<file path="src/rtl/imply_row_pkg.sv">
package imply_row_pkg;
  localparam int unsigned ROW_CELLS = 16;
  localparam int unsigned DRIFT_W   = 2;

  typedef enum logic [2:0] {
    OP_NOP     = 3'd0,
    OP_CLEAR   = 3'd1,
    OP_IMPLY   = 3'd2,
    OP_MIMPLY  = 3'd3,
    OP_REFRESH = 3'd4
  } row_op_e;
endpackage

</file>
<file path="src/rtl/imply_row_cell.sv">
module imply_row_cell #(
  parameter int unsigned DRIFT_W = 2
) (
  input  logic clk_i,
  input  logic rst_ni,
  input  logic wr_i,
  input  logic val_i,
  input  logic drift_i,
  input  logic refresh_i,
  output logic bit_o,
  output logic at_limit_o
);
  localparam logic [DRIFT_W-1:0] LIMIT = {DRIFT_W{1'b1}};

  logic               bit_q;
  logic [DRIFT_W-1:0] cnt_q;

  always_ff @(posedge clk_i or negedge rst_ni) begin
    if (!rst_ni) begin
      bit_q <= 1'b0;
      cnt_q <= '0;
    end else if (refresh_i) begin
      cnt_q <= '0;
    end else if (wr_i) begin
      bit_q <= val_i;
      cnt_q <= '0;
    end else if (drift_i) begin
      cnt_q <= cnt_q + 1'b1;
    end
  end

  assign bit_o      = bit_q;
  assign at_limit_o = (cnt_q == LIMIT);

  // stall upstream must keep a saturated counter from being weakened again
  a_r5_drift_no_wrap: assert property (@(posedge clk_i) disable iff (!rst_ni)
    (cnt_q == LIMIT) |-> !drift_i);

  a_r6_refresh_clears: assert property (@(posedge clk_i) disable iff (!rst_ni)
    refresh_i |=> (cnt_q == '0) && $stable(bit_q));
endmodule

</file>
<file path="src/rtl/imply_row_decode.sv">
module imply_row_decode
  import imply_row_pkg::*;
#(
  parameter int unsigned N     = 16,
  parameter int unsigned IDX_W = $clog2(N)
) (
  input  logic [2:0]       op_i,
  input  logic [IDX_W-1:0] src_i,
  input  logic [IDX_W-1:0] dst_i,
  input  logic [N-1:0]     mask_i,
  input  logic [N-1:0]     row_i,
  output logic             legal_o,
  output logic             refresh_o,
  output logic [N-1:0]     wr_o,
  output logic             val_o,
  output logic [N-1:0]     drift_o
);
  logic [N-1:0] tgt, src_set;
  logic         src_hit, result;

  always_comb begin
    tgt     = N'(1) << dst_i;
    src_set = (row_op_e'(op_i) == OP_IMPLY) ? (N'(1) << src_i) : mask_i;
    src_hit = |(row_i & src_set);
    result  = row_i[dst_i] | ~src_hit;

    legal_o   = 1'b0;
    refresh_o = 1'b0;
    wr_o      = '0;
    val_o     = 1'b0;
    drift_o   = '0;
    case (row_op_e'(op_i))
      OP_NOP:     legal_o = 1'b1;
      OP_REFRESH: begin
        legal_o   = 1'b1;
        refresh_o = 1'b1;
      end
      OP_CLEAR: begin
        legal_o = 1'b1;
        wr_o    = tgt;
      end
      OP_IMPLY, OP_MIMPLY: begin
        legal_o = ((src_set & tgt) == '0) && (src_set != '0);
        if (legal_o) begin
          if (result) begin
            wr_o  = tgt;
            val_o = 1'b1;
          end else begin
            drift_o = tgt; // retained zero weakened by a source at 1
          end
        end
      end
      default: legal_o = 1'b0;
    endcase
  end
endmodule

</file>
<file path="src/rtl/imply_row_engine.sv">
module imply_row_engine
  import imply_row_pkg::*;
#(
  parameter int unsigned N       = ROW_CELLS,
  parameter int unsigned DRIFT_W = imply_row_pkg::DRIFT_W,
  localparam int unsigned IDX_W  = $clog2(N)
) (
  input  logic             clk_i,
  input  logic             rst_ni,
  input  logic             valid_i,
  output logic             ready_o,
  input  logic [2:0]       op_i,
  input  logic [IDX_W-1:0] src_i,
  input  logic [IDX_W-1:0] dst_i,
  input  logic [N-1:0]     mask_i,
  output logic [N-1:0]     row_o,
  output logic             refresh_req_o,
  output logic             err_o
);
  logic         acc, legal, refresh;
  logic         val;
  logic [N-1:0] wr_vec, drift_vec, at_limit;
  logic         err_q;

  imply_row_decode #(.N(N), .IDX_W(IDX_W)) u_dec (
    .op_i     (op_i),
    .src_i    (src_i),
    .dst_i    (dst_i),
    .mask_i   (mask_i),
    .row_i    (row_o),
    .legal_o  (legal),
    .refresh_o(refresh),
    .wr_o     (wr_vec),
    .val_o    (val),
    .drift_o  (drift_vec)
  );

  assign refresh_req_o = |at_limit;
  assign ready_o       = !refresh_req_o || (row_op_e'(op_i) == OP_REFRESH);
  assign acc           = valid_i && ready_o;

  for (genvar g = 0; g < N; g++) begin : g_cell
    imply_row_cell #(.DRIFT_W(DRIFT_W)) u_cell (
      .clk_i     (clk_i),
      .rst_ni    (rst_ni),
      .wr_i      (acc && wr_vec[g]),
      .val_i     (val),
      .drift_i   (acc && drift_vec[g]),
      .refresh_i (acc && refresh),
      .bit_o     (row_o[g]),
      .at_limit_o(at_limit[g])
    );
  end

  always_ff @(posedge clk_i or negedge rst_ni) begin
    if (!rst_ni) err_q <= 1'b0;
    else         err_q <= acc && !legal;
  end
  assign err_o = err_q;

  a_r2_clear_zero: assert property (@(posedge clk_i) disable iff (!rst_ni)
    (acc && row_op_e'(op_i) == OP_CLEAR) |=> !row_o[$past(dst_i)]);

  a_r3_imply_result: assert property (@(posedge clk_i) disable iff (!rst_ni)
    (acc && legal && row_op_e'(op_i) == OP_IMPLY) |=>
      row_o[$past(dst_i)] == (!$past(row_o[src_i]) || $past(row_o[dst_i])));

  a_r6_refresh_drops_req: assert property (@(posedge clk_i) disable iff (!rst_ni)
    (acc && row_op_e'(op_i) == OP_REFRESH) |=> !refresh_req_o && $stable(row_o));

  a_r7_reject_holds: assert property (@(posedge clk_i) disable iff (!rst_ni)
    (acc && !legal) |=> err_o && $stable(row_o));

  a_r8_idle_holds: assert property (@(posedge clk_i) disable iff (!rst_ni)
    !valid_i |=> $stable(row_o));
endmodule

</file>
<file path="config.mk">
export PLATFORM = sky130hd
export DESIGN_NAME = imply_row_engine
export DESIGN_NICKNAME = d
export VERILOG_FILES = /design/src/rtl/imply_row_pkg.sv /design/src/rtl/imply_row_cell.sv /design/src/rtl/imply_row_decode.sv /design/src/rtl/imply_row_engine.sv
export SDC_FILE = /design/constraint.sdc
export NUM_CORES = 1
export LEC_CHECK = 0
export BUFFER_PORTS_ARGS = -buffer_cell sky130_fd_sc_hd__buf_2
export CORE_ASPECT_RATIO = 0.8
export CORE_MARGIN = 2
export CORE_UTILIZATION = 50
export CTS_CLUSTER_DIAMETER = 60
export CTS_CLUSTER_SIZE = 30
export DETAILED_ROUTE_END_ITERATION = 12
export PLACE_DENSITY = 0.72
export RECOVER_POWER = 25
export REMOVE_ABC_BUFFERS = 1
export SLEW_MARGIN = 20
export SYNTH_ARGS = -nofsm -noshare
export SYNTH_HDL_FRONTEND = slang
export SYNTH_SLANG_ARGS = --single-unit
</file>
<file path="constraint.sdc">
create_clock -name clk_i -period 2.8 [get_ports clk_i]
set_clock_uncertainty 0.2 [all_clocks]
set_input_delay 0.14 -clock clk_i [delete_from_list [all_inputs] [get_ports clk_i]]
set_output_delay 0.14 -clock clk_i [all_outputs]
set_load 0.05 [all_outputs]
</file>
# [Yosys cells after proc, flatten, opt, wreduce, memory -nomap -nowiden]
# Cells that the tools add are included.
# W data, S select, Z words.
[totals] output_inout_bits=19 elab_cells=217 ff_bits=49 inputBits=30
[op_classes] shift=2 bitwise=5 muxes=62 magnitude_cmp=1 n_eq_ne=20 n_reduce_logical=78 n_addsub=16
[ops] operator="$mux W16" n=6
[ops] operator="$mux W2" n=48
[ops] operator="$reduce_bool A3 Y1" n=16
[ops] operator="$logic_and A1 B1 Y1" n=36
[ops] operator="$add A2 B1 Y2 const B" n=16
[ops] operator="$and A16 B16 Y16" n=2
[ops] operator="$eq A2 B2 Y1 const B" n=16
[ops] operator="$pmux W16 S2" n=1
[ops] operator="$reduce_and A2 Y1" n=16
[ops] operator="$reduce_or A16 Y1" n=2
[ops] operator="$shl A1 B4 Y16 const A" n=2
[ops] operator="$logic_not A16 Y1" n=1
[ops] operator="$reduce_bool A16 Y1" n=1
[ops] operator="$eq A3 B2 Y1 const B" n=2
[ops] operator="$lt A4 B5 Y1 const B" n=1
[ops] operator="$mux W1" n=5
[ops] operator="$bmux W1 S4" n=1
[ops] operator="$eq A3 B1 Y1 const B" n=1
[ops] operator="$eq A3 B3 Y1 const B" n=1
[ops] operator="$logic_not A3 Y1" n=1
[ops] operator="$reduce_or A3 Y1" n=1
[ops] operator="$logic_not A1 Y1" n=2
[ops] operator="$not A1 Y1" n=2
[ops] operator="$pmux W1 S2" n=1
[ops] operator="other kinds (3)" n=3

# [Logic depth before layout (Yosys ltp)]
[logic_depth] word_depth=13 ltp_mapped=11 ltp_nobuf=8

# [By module]
# From an unflattened synthesis, not the netlist that was laid out.
[unflattened] cells_unflattened=451 hier_area_um2=4272.8
[modules_own_cells] mod="imply_row_cell" cells_per_inst=10 area_per_inst_um2=145.1 seq_area_each_um2=75.1 instances=16
[modules_own_cells] mod="imply_row_decode" cells_per_inst=204 area_per_inst_um2=1401.3 seq_area_each_um2=0.0 instances=1
[modules_own_cells] mod="imply_row_engine" cells_per_inst=87 area_per_inst_um2=549.3 seq_area_each_um2=25.0 instances=1

# [Least setup slack after synthesis]
# OpenSTA, ideal clock, no wires.
[synth_timing] path_type="register to register" start="reg g_cell[2].u_cell.cnt_q[0]" end="reg g_cell[6].u_cell.cnt_q[0]" period_less_slack_ns=3.153 arrival_time_ns=2.832 stages_incl_launch_ff=10 path_buffers=1 setup_time_ns=0.121 required_ns=2.479 path_slack_ns=-0.353 path_cell_list="dfrtp_1 ha_1 nor4_1 nand4_1 a21boi_1 clkbuf_1 nand3_1 nand2_1 o21ai_0 a22o_1"
[synth_via] elab_chain_len=8 elab_cells_between_ends=11 cone_classes="eq/ne (1); mux (2); reduce/logical (8)"
[synth_lines] element="start, declared" line_no="imply_row_cell.sv:16" source="logic [DRIFT_W-1:0] cnt_q;"
[synth_lines] element="start signal, assigned" line_no="imply_row_cell.sv:28" source="cnt_q <= cnt_q + 1'b1;"
[synth_lines] element="$eq A2 B2 Y1 *" line_no="imply_row_cell.sv:33" source="assign at_limit_o = (cnt_q == LIMIT);"
[synth_lines] element="$reduce_or A16 Y1 *" line_no="imply_row_engine.sv:38" source="assign refresh_req_o = |at_limit;"
[synth_lines] element="via refresh_req_o" line_no="imply_row_engine.sv:17" source="output logic refresh_req_o,"
[synth_lines] element="$logic_not A1 Y1 *" line_no="imply_row_engine.sv:39" source="assign ready_o = !refresh_req_o || (row_op_e'(op_i) == OP_REFRESH);"
[synth_lines] element="$logic_or A1 B1 Y1 *" line_no="imply_row_engine.sv:39"
[synth_lines] element="$logic_and A1 B1 Y1 *" line_no="imply_row_engine.sv:40" source="assign acc = valid_i && ready_o;"
[synth_lines] element="$logic_and A1 B1 Y1" line_no="imply_row_engine.sv:46" source=".wr_i (acc && wr_vec[g]),"
[synth_lines] element="$mux W2" line_no="imply_row_cell.sv:24" source="end else if (wr_i) begin"
[synth_lines] element="$mux W2" line_no="imply_row_cell.sv:22" source="end else if (refresh_i) begin"
[synth_lines] element="end signal, assigned" line_no="imply_row_cell.sv:28"
[synth_lines] element="end, declared" line_no="imply_row_cell.sv:16"
# The timed path passes the listed nets; every way through them passes the cells marked *.
# A chain may end at the register's enable or synchronous reset.

# [Final worst setup path]
[layout_timing] start="reg g_cell[15].u_cell.bit_q" end="reg g_cell[0].u_cell.cnt_q[1]"
[layout_via] elab_chain_len=10 elab_cells_between_ends=17 cone_classes="mux (10); bitwise (3); reduce/logical (4)"
[layout_lines] element="start, declared" line_no="imply_row_cell.sv:15" source="logic bit_q;"
[layout_lines] element="start signal, assigned" line_no="imply_row_cell.sv:25" source="bit_q <= val_i;"
[layout_lines] element="branches (longest 3 deep; another with $bmux W1 S4)"
[layout_lines] element="$or A1 B1 Y1 *" line_no="imply_row_decode.sv:25" source="result = row_i[dst_i] | ~src_hit;"
[layout_lines] element="$mux W16" line_no="imply_row_decode.sv:45" source="if (result) begin"
[layout_lines] element="$mux W16" line_no="imply_row_decode.sv:44" source="if (legal_o) begin"
[layout_lines] element="$pmux W16 S2" line_no="imply_row_decode.sv:32" source="case (row_op_e'(op_i))"
[layout_lines] element="$logic_and A1 B1 Y1" line_no="imply_row_engine.sv:46"
[layout_lines] element="$mux W2" line_no="imply_row_cell.sv:24"
[layout_lines] element="$mux W2" line_no="imply_row_cell.sv:22"
[layout_lines] element="end signal, assigned" line_no="imply_row_cell.sv:28"
[layout_lines] element="end, declared" line_no="imply_row_cell.sv:16"
# Every way passes the cells marked *. The select of a mux whose other input is x is not followed.

==> results.py <==
metrics = {
    "run_status": {
        "status": "completed",
    },
    "critical_path": {
        "worstPathMaxFanout": 16,
        "cp.arrival_ps": 2690,
        "cp-end-kind": "flop",
        "critPathLaunchType": "flop",
        "critical_path_required_ps": 2800,
        "crit_chain": "buf_4 -> mux2_2 -> and3_1 -> a2111oi_1 -> buf_4 -> a31oi_1 -> o21ai_2 -> buf_4 -> nor3_4 -> buf_12 -> a32o_1",
        "critical-path-max-stage-delay_ps": 390,
        "r2r_slack_ps": 110,
        "critical_path_class": "reg2reg",
        "cp_common_cell": "buf_4",
        "critical-path-top-delay-family": "compound AO/OA/AOI/OAI gates",
        "cp_num_buf_inv": 4,
        "slowest_stage": "dfrtp_1",
    },
    "place": {
        "post-place-ws_ps": -497,
        "gp_congestion": 1.06,
        "placed_cells": 555,
        "io_buffers": 48,
        "place_hpwl_mm": 8.21,
    },
    "pwr": {
        "pwr-share-clk": 0.255,
        "combinationalPowerShare": 0.383,
        "peakVddDrop_uv": 304,
        "p_sw_frac": 0.366,
        "total_power_mw": 2.35,
        "seqPwrFrac": 0.362,
        "leakage_nw": 2.30,
        "power.internal_mw": 1.49,
        "power_switching_uw": 860,
        "powerDensity_nw_per_um2": 532,
    },
    "sta": {
        "fin_crit_sh": 0.961,
        "fin_ws_ps": 110,
        "drv_slew": 0,
        "fin_crit_ps": 2690,
        "finalSetupViolations": 0,
        "worst_pin_slew_ps": 1210,
        "slew_headroom": 0.194,
        "max_freq_mhz": 372,
        "hold_violations": 0,
    },
    "logic_synthesis": {
        "synth-async-reset-ratio": 1.00,
        "synth_top_cells_by_count": "dfrtp_1 (49), nand2_1 (39), o21ai_0 (30)",
        "yosysTopAreaCellShare": 0.346,
        "yosys_warnings": 0,
        "syn_inst": 393,
        "ys_top_cells_by_area": "dfrtp_1 (35%), ha_1 (5.6%), a22o_1 (5.4%)",
        "ys_seq_area_frac": 0.346,
        "ys.flop_type": "dfrtp_1",
        "yosysMostFrequentCell": "dfrtp_1",
        "avgSynthCellArea_sq_um": 9.02,
        "synth_edf_count": 0,
        "synth.distinct_cells": 57,
        "syn_area_sq_um": 3540,
        "yosysTopAreaCell": "dfrtp_1",
        "ys_ff_latch": 49,
    },
    "grt": {
        "grt_pass1_wl_mm": 17.6,
        "grt_pass1_vias": 3375,
        "grt_usage": 0.289,
        "antenna_found_initial": 0,
        "overflow": 0,
        "grt_max_degree": 50,
    },
    "cts": {
        "clock_latency_ps": 310,
        "clk_path_buf_depth": 2,
        "path_clk_slew_ps": 90,
        "cts_root_buf": "clkbuf_8",
        "h-tree-depth": 2,
        "clock-sinks": 49,
        "cts_tree": "done",
        "cts_made_buffers": 5,
    },
    "routing": {
        "drt_first_pass_iters": 4,
        "wl_per_cell_um": 19.4,
        "via_per_inst": 6.25,
        "routed_wl_mm": 11.1,
        "drt_iter0_drc": 406,
        "ant_nets": 0,
        "drc": 0,
        "route.vias.total": 3574,
    },
    "finish": {
        "num_antenna_cells": 0,
        "area_delta_synth_final_pct": 24.7,
        "final-instance-count-excl-fill": 572,
        "final_nets": 530,
        "drive_gt1_frac": 0.311,
        "fillCellCount": 593,
        "final_util": 0.645,
    },
    "floorplanning": {
        "core_sq_um": 6860,
        "num_rows": 27,
        "dieArea_sq_um": 7780,
        "die_x_um": 98.1,
        "ioPinCount": 49,
        "die-height_um": 79.3,
        "initial_core_util": 0.517,
    },
    "flow_run": {
        "maxCapViolCount": 0,
    },
    "hold_path": {
        "hold_class": "in2reg",
    },
}
[per-stage QoR]
step           hold WS, ps  setup TNS (ps)  cell area [sq um]
4_1_cts               19.8               0               4360
5_1_grt               37.3           -60.2               4420
2_1_floorplan         -356          -18660               3270
6_report              9.20               0               4420
3_3_place_gp           184          -10730               4170
3_5_place_dp           208          -14630               4170
[worst reg2reg max path, cell delays in order, from the launching register on]
cell       delay (ps)
dfrtp_1           390
buf_4             150
mux2_2            260
and3_1            180
a2111oi_1         390
buf_4             180
a31oi_1            90
o21ai_2           120
buf_4             150
nor3_4             40
buf_12            160
a32o_1            260
[placed cells by master (no fill, tap or decap), types with 5 or more instances in the layout]
master / netlist / routed
a21oi_1: 6 / 6
a22o_1: 22 / 22
a22oi_1: 5 / 5
a32o_1: 13 / 13
buf_2: 7 / 47
buf_4: 16 / 70
clkbuf_8: 0 / 5
dfrtp_1: 49 / 49
ha_1: 16 / 16
inv_1: 19 / 19
mux2i_1: 8 / 8
mux4_2: 6 / 6
nand2_1: 39 / 39
nand3_1: 22 / 22
nand4_1: 9 / 9
nor2_1: 24 / 24
nor2b_1: 7 / 7
nor4_1: 9 / 6
o21ai_0: 30 / 30
o21ai_1: 20 / 19
[layer usage]
layer  up-vias  part of all wire  global-route usage
met4         0             0.011              0.0521
met3        20              0.10              0.0924
met5         -                 0                   0
met1      1730              0.45               0.418
met2       173              0.43               0.433
li1       1651                 -                   -
[final cells by class]
class	instances	area, sq um	share of cell area
inverters	19	71.3	0.0161
repair buffers	124	866	0.196
multi-input cells	285	2020	0.456
clock inverters	3	65.1	0.0147
flip-flops and latches	49	1230	0.277
well taps	87	109	0.0246
clock buffers	5	68.8	0.0156
[sequential cells by signal, summed over array words and instances (netlist names)]
register / flops
g_cell.u_cell.cnt_q: 32
g_cell.u_cell.bit_o: 16
err_o: 1
[worst paths after layout]
path                                       startpoint                    endpoint  cells after the start
min in group asynchronous                      rst_ni                       err_o                      2
setup reg to reg              g_cell[15].u_cell.bit_o   g_cell[0].u_cell.cnt_q[1]                     11
setup / recovery              g_cell[15].u_cell.bit_o   g_cell[0].u_cell.cnt_q[1]                     11
hold / removal                                op_i[2]                       err_o                      3
max in group asynchronous                      rst_ni   g_cell[5].u_cell.cnt_q[1]                      2
hold reg to reg            g_cell[11].u_cell.cnt_q[1]  g_cell[11].u_cell.cnt_q[1]                      1
[kinds of logic after synthesis]
logic type	count (synthesis)	synth area share
AOI/OAI and AO/OA	113	0.223
muxes	15	0.0639
adders and majority gates	16	0.0565
buffers and inverters	60	0.0967
DFF	49	0.346
and+or+nand+nor	140	0.214
[power by group through the flow]
stage	sequential (mW)	combinational [mW]	clock, mW
after floorplan	1.04	0.267	0
after global placement	0.857	0.810	0
after detailed placement	0.861	0.819	0
after CTS	0.848	0.857	0.599
after global routing	0.860	0.955	0.633
final	0.852	0.900	0.599
[repair_timing]
item / in CTS / in global routing
resized for setup: 2 / 4
setup buffers: 1 / 5
hold buffers: 2 / 0
pin swaps: 2 / 2
endpoints found under the setup margin: 32 / 44
hold endpoints to repair: 50 / 0
cloned: 1 / 0
Power figures use the tool's default switching activity.
